## config.mk

```make
export PLATFORM = sky130hd
export DESIGN_NAME = irq_dma_ctrl
export DESIGN_NICKNAME = d
export VERILOG_FILES = /design/src/rtl/irq_dma_pkg.sv /design/src/rtl/irq_prio_sel.sv /design/src/rtl/ctx_stack.sv /design/src/rtl/dma_arb.sv /design/src/rtl/irq_dma_ctrl.sv
export SDC_FILE = /design/constraint.sdc
export NUM_CORES = 1
export LEC_CHECK = 0
export BUFFER_PORTS_ARGS = -buffer_cell sky130_fd_sc_hd__buf_2
export CORE_ASPECT_RATIO = 0.9
export CORE_MARGIN = 10
export CORE_UTILIZATION = 53
export DETAILED_ROUTE_END_ITERATION = 10
export HOLD_SLACK_MARGIN = 0.05
export PLACE_DENSITY = 0.78
export SLEW_MARGIN = 25
export SYNTH_ARGS = -nofsm -noshare
export SYNTH_HDL_FRONTEND = slang
export SYNTH_SLANG_ARGS = --single-unit
```

## constraint.sdc

```tcl
create_clock -name clk -period 8.8 [get_ports clk]
set_input_delay 0.44 -clock clk [delete_from_list [all_inputs] [get_ports clk]]
set_output_delay 0.44 -clock clk [all_outputs]
set_load 0.01 [all_outputs]
```

## src/rtl/irq_dma_pkg.sv

```systemverilog
package irq_dma_pkg;
  typedef enum logic [1:0] {
    ST_IDLE = 2'd0,
    ST_MASK = 2'd1,
    ST_PUSH = 2'd2
  } resp_state_t;
endpackage

```

## src/rtl/irq_prio_sel.sv

```systemverilog
module irq_prio_sel #(
  parameter int NSRC = 8,
  localparam int LW = $clog2(NSRC)
) (
  input  logic [NSRC-1:0] req,
  input  logic [LW:0]     limit,
  output logic            hit,
  output logic [LW-1:0]   idx
);
  logic [NSRC-1:0] elig;

  generate
    for (genvar g = 0; g < NSRC; g++) begin : g_elig
      assign elig[g] = req[g] && (g < int'(limit));
    end
  endgenerate

  always_comb begin
    hit = 1'b0;
    idx = '0;
    for (int i = NSRC - 1; i >= 0; i--) begin
      if (elig[i]) begin
        hit = 1'b1;
        idx = LW'(i);
      end
    end
  end
endmodule

```

## src/rtl/ctx_stack.sv

```systemverilog
module ctx_stack #(
  parameter int DEPTH = 4,
  parameter int W     = 20,
  localparam int CW   = $clog2(DEPTH + 1)
) (
  input  logic         clk,
  input  logic         rst,
  input  logic         push,
  input  logic         pop,
  input  logic [W-1:0] din,
  output logic [W-1:0] top,
  output logic         full,
  output logic         empty
);
  logic [W-1:0]  mem [DEPTH];
  logic [CW-1:0] cnt;

  always_ff @(posedge clk) begin
    if (push && !full) mem[cnt[CW-1:0] < CW'(DEPTH) ? cnt : '0] <= din;
  end

  always_ff @(posedge clk) begin
    if (rst) cnt <= '0;
    else if (push && !full) cnt <= cnt + 1'b1;
    else if (pop && !empty) cnt <= cnt - 1'b1;
  end

  assign full  = (cnt == CW'(DEPTH));
  assign empty = (cnt == '0);
  assign top   = empty ? '0 : mem[cnt - 1'b1];
endmodule

```

## src/rtl/dma_arb.sv

```systemverilog
module dma_arb (
  input  logic clk,
  input  logic rst,
  input  logic req,
  input  logic cyc_end,
  output logic grant
);
  always_ff @(posedge clk) begin
    if (rst) grant <= 1'b0;
    else if (!req) grant <= 1'b0;
    else if (cyc_end) grant <= 1'b1;
  end
endmodule

```

## src/rtl/irq_dma_ctrl.sv

```systemverilog
module irq_dma_ctrl
  import irq_dma_pkg::*;
#(
  parameter int          NSRC     = 8,
  parameter int          AW       = 16,
  parameter int          DEPTH    = 4,
  parameter logic [15:0] VEC_BASE = 16'h0100
) (
  input  logic            clk,
  input  logic            rst,
  input  logic [NSRC-1:0] irq_req,
  input  logic            dma_req,
  input  logic            bus_cyc_end,
  input  logic            instr_end,
  input  logic            ret_pulse,
  input  logic [AW-1:0]   cur_pc,
  output logic            dma_grant,
  output logic            int_en,
  output logic            pc_load,
  output logic [AW-1:0]   pc_value,
  output logic [NSRC-1:0] irq_ack
);
  localparam int LW = $clog2(NSRC);
  localparam int SW = AW + LW + 1;

  resp_state_t   state;
  logic [LW:0]   lvl_q;
  logic [LW-1:0] src_q;
  logic [AW-1:0] ret_q;
  logic          sel_hit;
  logic [LW-1:0] sel_idx;
  logic          stk_full, stk_empty, stk_push, stk_pop;
  logic [SW-1:0] stk_top;
  logic          accept;
  logic [AW-1:0] entry;

  dma_arb u_dma (
    .clk(clk), .rst(rst), .req(dma_req), .cyc_end(bus_cyc_end), .grant(dma_grant)
  );

  irq_prio_sel #(.NSRC(NSRC)) u_sel (
    .req(irq_req), .limit(lvl_q), .hit(sel_hit), .idx(sel_idx)
  );

  ctx_stack #(.DEPTH(DEPTH), .W(SW)) u_stk (
    .clk(clk), .rst(rst), .push(stk_push), .pop(stk_pop),
    .din({ret_q, lvl_q}), .top(stk_top), .full(stk_full), .empty(stk_empty)
  );

  assign stk_pop  = (state == ST_IDLE) && ret_pulse && !stk_empty;
  assign stk_push = (state == ST_MASK);
  assign accept   = (state == ST_IDLE) && !stk_pop && instr_end && sel_hit &&
                    !dma_req && !dma_grant && !stk_full;
  assign entry    = AW'(VEC_BASE) + (AW'(src_q) << 2);

  always_ff @(posedge clk) begin
    if (rst) begin
      state    <= ST_IDLE;
      int_en   <= 1'b1;
      pc_load  <= 1'b0;
      pc_value <= '0;
      irq_ack  <= '0;
      lvl_q    <= (LW+1)'(NSRC);
      src_q    <= '0;
      ret_q    <= '0;
    end else begin
      pc_load <= 1'b0;
      irq_ack <= '0;
      case (state)
        ST_IDLE: begin
          if (stk_pop) begin
            pc_load  <= 1'b1;
            pc_value <= stk_top[SW-1:LW+1];
            lvl_q    <= stk_top[LW:0];
          end else if (accept) begin
            state  <= ST_MASK;
            int_en <= 1'b0;
            src_q  <= sel_idx;
            ret_q  <= cur_pc;
          end
        end
        ST_MASK: state <= ST_PUSH;
        ST_PUSH: begin
          state    <= ST_IDLE;
          pc_load  <= 1'b1;
          pc_value <= entry;
          irq_ack  <= NSRC'(1) << src_q;
          lvl_q    <= {1'b0, src_q};
          int_en   <= 1'b1;
        end
        default: state <= ST_IDLE;
      endcase
    end
  end
endmodule

```

==> qor.yml, run 1 <==
outcome: "finished, final reports clean"
finalMaxSlewViolations: 0
grt_pass1_wl_mm: 17.5
diodes: 0
hold_viol_final: 0
finalPower_w: 0.00193
die_w_um: 124
worst_setup_path_end_kind: "flop"
synth_nets: 398
hpwl_mm: 6.77
use_met1_pct: 18.1
synth_top_area_share_pct: 46.4
routabilityCongestion: 0.771
drv_cap: 0
yosysWarnings: 0
clockBufferDepth: 2
busiest_layer: "met2"
htree_num_levels: 4
fin_nets: 458
p_per_area_nw_per_um2: 315
io_pins: 57
avgViaCountPerCell: 5.69
cp.arrival_ps: 2470
skew_ps: 20.6
fmax_ghz: 0.427
ctsHoldBuffers: 0
setup_viol: 0
clock-sinks: 135
synth_area_leaders: "edfxtp_1 46%, dfxtp_1 21%, mux4_2 6.5%, mux2i_1 4.1%, nor2_1 3.3%"
worstSetupPathType: "flop to flop"
firstDrtPassIters: 4
rsz0062_at_grt: "no"
crit_start: "u_stk.cnt[1]"
hold_class: "input pin to flop"
fin_tns_setup_ps: 0
drtIter0Drc: 222
die_y_um: 114
crit_required_ps: 8930
synth_enable_flop_cells: 80
period_share_pct: 26.6
tightest_slew_ps: 1010
p_leak_nw: 2.29
worst_skew_pair.late_latency_ps: 520
yosysMostFrequentCell: "edfxtp_1"
cts_resized: 0
synth.distinct_cells: 45
ys_ff_latch: 135
rr_startpoint: "u_stk.cnt[1]"
cts_tree: "yes"
synthFlopType: "edfxtp_1"
yosysTopAreaCell: "edfxtp_1"
cts-buffers-inserted: 17
synth-async-reset-ratio_pct: 0
post-cts-setup-buffer-count: 0
cts-root-buf: "clkbuf_8"
final.min_clock_period_ps: 2340
antenna_found_initial: 0
layout-drive-gt1-share_pct: 27.6
met3_usage_pct: 4.87
start_kind: "flop"
overflow: 0
nFillCells: 721
netlist_instances: 365
areaGrowthSynthToFinish_pct: 18.1
wl_per_cell_um: 18.8
synth.cell_area_um2: 5180
core_um2: 9610
drc: 0
use_met2_pct: 25.6
avgSynthCellArea_um2: 14.2
fin_util_pct: 63.6
die_area_um2: 14100
antenna_left: 0
worstHoldStart: "cur_pc[9]"
start_util_pct: 53.9
synth.top_cells.by_count: "80 x edfxtp_1, 55 x dfxtp_1, 46 x nor2_1"
num_rows: 34
max_slew_margin_pct: 32.9
path_max_fanout: 20
clk_pin_slew_ps: 60
yosysSeqAreaShare_pct: 67.6
grt_pass1_vias: 3425
vdd_drop_max_v: 0.000223
grt_usage_pct: 15.4
numPortBuffers: 56
routed_wl_mm: 10.6
grt_max_degree: 50
vias: 3210
-- worst max-delay path: stages, from the launching register on --
cell and delay (ps):
dfxtp_1 370, inv_1 120, ha_1 230, a21oi_1 350
o21a_1 860
-- sequential cells by signal, indices dropped and copies added (netlist names) --
name and count:
int_en 1, irq_ack 8, lvl_q 4, pc_load 1
pc_value 16, ret_q 16, src_q 3, state 2
u_dma.grant 1, u_stk.cnt 3, u_stk.mem 80
-- worst paths after layout --
path	to	slack, ps	cells past startpoint
worst max-delay path	u_stk.mem[0][5]	6460	4
worst min register to register	pc_value[7]	470	2
worst max register to register	u_stk.mem[0][5]	6460	4
worst min-delay path	ret_q[9]	140	3
-- cell type report --
| type | instances | area (um^2) | area share, % |
|---|---|---|---|
| clock buffers | 17 | 414 | 6.77 |
| flip-flops and latches | 135 | 3500 | 57.3 |
| multi-input cells | 202 | 1520 | 24.9 |
| clock inverters | 15 | 169 | 2.76 |
| inverters | 7 | 26.3 | 0.429 |
| well taps | 126 | 158 | 2.58 |
| repair buffers | 62 | 325 | 5.32 |
-- cell families after synthesis --
| family | after synthesis | synth area share (%) |
|---|---|---|
| compound gates | 54 | 7.63 |
| xor+xnor | 2 | 0.338 |
| fa+ha+maj | 3 | 0.725 |
| buf+inv | 28 | 3.11 |
| flops | 135 | 67.6 |
| mux | 41 | 11.7 |
| simple gates | 102 | 8.91 |
-- layer usage --
layer / part of all wire (%) / vias to the layer above
li1: - / 1495
met1: 42 / 1591
met2: 50 / 110
met3: 5.7 / 14
met4: 1.7 / 0
met5: 0 / -
-- power breakdown --
group          internal [W]  switching [W]  leakage (nW)
clock              0.000409       0.000278         0.278
combinational      0.000191       0.000244         0.825
sequential         0.000743      0.0000597          1.19
total               0.00134       0.000582          2.29
-- cell usage in the layout, fill, tap and decap left out, types with 2 or more instances in the layout --
| master | n |
|---|---|
| clkinv_4 | 4 |
| a21oi_1 | 22 |
| nand2_1 | 19 |
| nor3b_1 | 2 |
| nand2b_1 | 6 |
| inv_1 | 7 |
| dfxtp_1 | 55 |
| or3_1 | 2 |
| ha_1 | 3 |
| inv_6 | 4 |
| a221oi_1 | 8 |
| a31oi_1 | 2 |
| bufinv_16 | 2 |
| edfxtp_1 | 80 |
| nand3_1 | 9 |
| clkinvlp_4 | 3 |
| mux2_2 | 5 |
| clkbuf_16 | 16 |
| buf_2 | 56 |
| nor2_1 | 46 |
| mux4_2 | 15 |
| mux2i_1 | 21 |
| a22oi_1 | 7 |
| buf_4 | 6 |
| o22ai_1 | 2 |
| nor3_1 | 10 |
| o21ai_0 | 3 |
-- stage by stage --
step | std cells | setup WS (ps) | area, um^2 | hold slack (ps)
global route | 564 | 6310 | 6120 | 151
floorplan | 365 | 5600 | 5180 | 455
global placement | 532 | 6580 | 5540 | 446
detailed placement | 532 | 6460 | 5540 | 447
finish | 564 | 6460 | 6120 | 145
CTS | 564 | 6440 | 6120 | 144
Note: power is estimated with default switching activity, not from simulation.
==> run 2: changes to the inputs <==
==> constraint.sdc (replaced) <==
create_clock -name clk -period 2.3 [get_ports clk]
set_input_delay 0.115 -clock clk [delete_from_list [all_inputs] [get_ports clk]]
set_output_delay 0.115 -clock clk [all_outputs]
set_load 0.01 [all_outputs]
==> qor.yml, run 2 (same netlist as run 1, synthesis figures left out) <==
outcome: "finished, final reports clean"
crit_start: "lvl_q[1]"
grt_usage_pct: 16.1
rr_worst_depth: 6
fin_nets: 490
grt_max_degree: 29
p_leak_nw: 2.44
clk_pin_slew_ps: 60
mostFrequentLayoutCells: "80 x edfxtp_1, 56 x buf_2, 55 x dfxtp_1"
avgViaCountPerCell: 5.50
final_cells: 596
numPortBuffers: 56
routabilityCongestion: 0.933
vias: 3279
die_w_um: 124
layout_commonest_cell: "edfxtp_1"
cts-root-buf: "clkbuf_8"
wl_per_cell_um: 19.0
p_per_area_nw_per_um2: 1180
start_util_pct: 53.9
final.min_clock_period_ps: 2180
largest_reg_flops: 80
routed_wl_mm: 11.3
rsz0062_at_grt: "no"
grt_pass1_wl_mm: 18.3
ctsHoldBuffers: 23
max_slew_margin_pct: 59.3
io_pins: 57
start_kind: "flop"
crit_buf_inv: 1
die_y_um: 114
worstSetupPathType: "flop to flop"
r2r_end: "ret_q[4]"
core_um2: 9610
fmax_ghz: 0.459
multi_input_area_um2: 1530
reg2reg_slack_ps: 120
cts-buffers-inserted: 17
grt_pass1_vias: 3572
path_delay_family: "compound AO/OA/AOI/OAI gates"
hpwl_mm: 7.21
nFillCells: 683
worst_setup_path_end_kind: "flop"
place_ws_ps: 179
antenna_left: 0
clock-sinks: 135
dp.cells: 541
crit_end: "ret_q[4]"
cp.depth: 6
cts_tree: "yes"
overflow: 0
finalMaxSlewViolations: 0
regArea_um2: 3500
tightest_slew_ps: 611
num_rows: 34
skew_ps: 6.96
slowest_delay_ps: 480
crit_chain: "a2111oi_4, o211ai_2, o31ai_4, buf_12, mux2i_1, nor2_1"
drc: 0
clockBufferDepth: 2
drv_cap: 0
cpMaxStageDelayCell: "o31ai_4"
period_share_pct: 94.8
firstDrtPassIters: 4
layout-drive-gt1-share_pct: 27.4
drtIter0Drc: 341
whs_ps: 169
areaGrowthSynthToFinish_pct: 24.4
cp.arrival_ps: 2570
post-cts-setup-buffer-count: 0
htree_num_levels: 4
worst_skew_pair.late_latency_ps: 510
vdd_drop_max_v: 0.000771
die_area_um2: 14100
crit_required_ps: 2690
setup_viol: 0
antenna_found_initial: 0
postLayoutSetupSlackWorst_ps: 119
hold_class: "input pin to flop"
path_max_fanout: 14
hold_viol_final: 0
rr_startpoint: "lvl_q[1]"
cts_resized: 0
diodes: 0
==> run 2: cell types whose count changed in the layout (fill, tap and decap cells not counted) <==
cell	change
buf_12	+1
o21a_1	-1
nor4_2	-1
buf_4	+8
dlygate4sd3_1	+23
bufinv_16	+1
clkinv_4	-3
clkbuf_1	+2
inv_6	+1
o21a_2	+1
nor4_4	+1
inv_8	-1
==> run 2: cell type report <==
type,count,area share [%]
repair buffers,94,9.86
clock buffers,19,6.54
multi-input cells,202,23.8
clock inverters,13,2.64
flip-flops and latches,135,54.3
inverters,7,0.408
well taps,126,2.45
==> run 2: tightest hold or removal path, stage by stage <==
cell and delay [ps]:
buf_2 160, o22ai_2 130, o211ai_2 110, a221oi_1 100
==> run 2: how the worst min path moves through the flow <==
stage	start	endpoint	slack, ps	cells past startpoint
global placement	cur_pc[8]	ret_q[8]	340	3
global route	irq_req[2]	src_q[2]	160	4
floorplan	cur_pc[0]	ret_q[0]	260	2
CTS	irq_req[2]	src_q[2]	140	4
finish	irq_req[2]	src_q[2]	170	4
detailed placement	cur_pc[15]	ret_q[15]	350	3
==> run 2: routing by layer <==
layer / share of wire, % / global-route usage (%) / up-vias
li1: - / - / 1547
met3: 5.8 / 4.68 / 8
met2: 51 / 27.5 / 100
met1: 43 / 18.8 / 1624
met4: 0.54 / 6.67 / 0
met5: 0 / 0 / -
==> run 2: power breakdown <==
group / switching (W) / total, W / leakage, nW / internal (W)
Combinational: 0.000998 / 0.00181 / 0.977 / 0.000817
Clock: 0.00102 / 0.00269 / 0.280 / 0.00167
Sequential: 0.000227 / 0.00307 / 1.19 / 0.00284
==> run 2: through the flow <==
stage	power [W]	area, um^2	utilization [%]	TNS, ps
6_report	0.00758	6450	67.1	0
5_1_grt	0.00792	6450	67.1	0
4_1_cts	0.00762	6450	67.1	0
3_5_place_dp	0.00489	5630	58.5	0
3_3_place_gp	0.00484	5630	58.5	0
2_1_floorplan	0.00438	5190	-	-13360
==> run 3: changes to the inputs <==
--- a/config.mk
+++ b/config.mk
@@ -10,9 +10,11 @@
 export CORE_MARGIN = 10
 export CORE_UTILIZATION = 53
 export DETAILED_ROUTE_END_ITERATION = 10
+export GPL_TIMING_DRIVEN = 0
 export HOLD_SLACK_MARGIN = 0.05
 export PLACE_DENSITY = 0.78
 export SLEW_MARGIN = 25
 export SYNTH_ARGS = -nofsm -noshare
 export SYNTH_HDL_FRONTEND = slang
+export SYNTH_HIERARCHICAL = 1
 export SYNTH_SLANG_ARGS = --single-unit
==> qor.yml, run 3 <==
outcome: "finished, final reports clean"
path_max_fanout: 6
clockBufferDepth: 2
yosysSeqAreaShare_pct: 64.1
synthFlopType: "edfxtp_1"
synth_nets: 403
cts-root-buf: "clkbuf_16"
synth-async-reset-ratio_pct: 0
finalMaxSlewViolations: 0
final_cell_area_um2: 7100
vias: 3546
setup_viol: 0
fin_tns_setup_ps: 0
p_per_area_nw_per_um2: 791
mostFrequentLayoutCells: "80 x edfxtp_1, 57 x buf_2, 52 x nor2_1"
antenna_left: 0
multi_input_area_um2: 1890
die_area_um2: 14800
die_y_um: 116
drc: 0
overflow: 0
clk_pin_slew_ps: 60
routed_wl_mm: 13.1
cts-buffers-inserted: 17
routabilityCongestion: 0.806
combPwrFrac_pct: 4.6
p_switching_w: 0.00119
max_slew_margin_pct: 41.6
synth.top_cells.by_count: "80 x edfxtp_1, 55 x dfxtp_1, 52 x nor2_1"
clockPowerShare_pct: 48.8
layout-drive-gt1-share_pct: 36.7
yosysTopAreaCell: "edfxtp_1"
final.min_clock_period_ps: 2200
ys_ff_latch: 135
fmax_ghz: 0.455
grt_max_degree: 21
hold_class: "input pin to flop"
largest_reg_flops: 80
p_sw_share_pct: 21.2
rsz0062_at_grt: "no"
skew_ps: 20.4
synth_top_area_share_pct: 44.0
yosysMostFrequentCell: "edfxtp_1"
start_util_pct: 53.8
die_w_um: 127
clock-sinks: 135
worstSetupPathType: "flop to flop"
period_share_pct: 95.6
vdd_drop_max_v: 0.000791
synth.cell_area_um2: 5460
areaGrowthSynthToFinish_pct: 30.0
io_pins: 57
power.internal_w: 0.00442
numPortBuffers: 56
yosysWarnings: 6
avgSynthCellArea_um2: 14.8
crit_required_ps: 2590
nFillCells: 639
netlist_instances: 370
antenna_found_initial: 0
whs_ps: 94.6
p_leak_nw: 2.63
drtIter0Drc: 286
synth_area_leaders: "edfxtp_1 44%, dfxtp_1 20%, mux4_2 7.8%, mux2i_1 3.8%, nor2_1 3.6%"
regArea_um2: 3520
cts_tree: "yes"
synth.distinct_cells: 54
dpl_cell_area_um2: 6050
layout_commonest_cell: "edfxtp_1"
hpwl_mm: 7.73
fin_nets: 522
wl_per_cell_um: 20.8
start_kind: "flop"
drv_cap: 0
grt_pass1_wl_mm: 20.7
p_seq_share_pct: 46.6
avgViaCountPerCell: 5.62
grt_usage_pct: 18.4
htree_num_levels: 4
tightest_slew_ps: 874
worst_skew_pair.late_latency_ps: 420
core_um2: 10200
num_rows: 35
reg2reg_slack_ps: 100
synth_enable_flop_cells: 80
worst_setup_path_end_kind: "flop"
cp.arrival_ps: 2480
firstDrtPassIters: 5
grt_pass1_vias: 3698
diodes: 0
hold_viol_final: 0
[run 3: changes by cell type in the layout (fill, tap and decap cells not counted), sizes merged, moves of 6 or more]
cell,delta
a21oi,-15
a221oi,-8
a22oi,+6
buf,+20
nand2,-9
nor2,+7
nor2b,+28
nor3,-6
[run 3: final timing paths]
path | from | endpoint | cells after the start
worst max-delay path | u_stk/cnt[1] | ret_q[10] | 11
worst min-delay path | irq_req[0] | src_q[0] | 4
worst max register to register | u_stk/cnt[1] | ret_q[10] | 11
worst min register to register | pc_value[10] | pc_value[10] | 2
[run 3: power groups by stage]
stage	combinational [W]	clock, W	sequential (W)
after floorplan	0.000130	0	0.00266
after global placement	0.000197	0	0.00267
after detailed placement	0.000205	0	0.00267
after CTS	0.000238	0.00277	0.00262
after global routing	0.000281	0.00290	0.00262
final	0.000259	0.00274	0.00262
[run 3: per-layer routing]
layer | vias to the layer above | global-route usage (%) | part of all wire (%)
met5 | - | 0 | 0
met2 | 115 | 31.2 | 51
met3 | 20 | 4.58 | 4.9
met4 | 0 | 7.51 | 1.7
met1 | 1782 | 22.2 | 42
li1 | 1629 | - | -
[run 3: final cells by class]
cell class	count	area share (%)
multi-input combinational	211	26.6
timing repair buffer	105	10.4
clock buffer	17	5.99
clock inverter	15	2.49
tap	129	2.27
inverter	5	0.476
sequential	135	49.6
buffer	14	2.15
[run 3: worst max-delay path: stages (launching register included)]
cell	delay (ps)
dfxtp_4	380
inv_4	130
ha_4	150
nor2b_4	200
buf_12	130
nor2b_4	40
buf_4	140
nor4_4	310
buf_6	190
clkbuf_16	150
mux2i_1	170
nor2_1	60
[run 3: repair_timing]
| action | CTS | global route |
|---|---|---|
| setup endpoints to repair | 101 | 77 |
| setup buffers | 11 | 12 |
| endpoints found under the hold margin | 18 | 0 |
| cloned | 0 | 1 |
| pin swaps | 3 | 2 |
| hold buffers | 19 | 0 |
| resized for setup | 17 | 18 |
[run 3: metrics by stage]
| step | worst slack, ps | util, % | total power (W) | instances |
|---|---|---|---|---|
| after floorplan | -222 | - | 0.00279 | 370 |
| after global placement | -1370 | 58.6 | 0.00286 | 555 |
| after detailed placement | -491 | 59.5 | 0.00288 | 561 |
| after CTS | 0.579 | 68.5 | 0.00563 | 621 |
| after global routing | 14.2 | 69.9 | 0.00580 | 631 |
| final | 101 | 69.9 | 0.00562 | 631 |
[run 3: logic make-up after synthesis]
group / Yosys count / synth area share (%)
flops: 135 / 64.1
simple gates: 122 / 13.4
compound gates: 44 / 6.12
mux: 42 / 12.4
buf+inv: 24 / 3.28
fa+ha+maj: 3 / 0.687
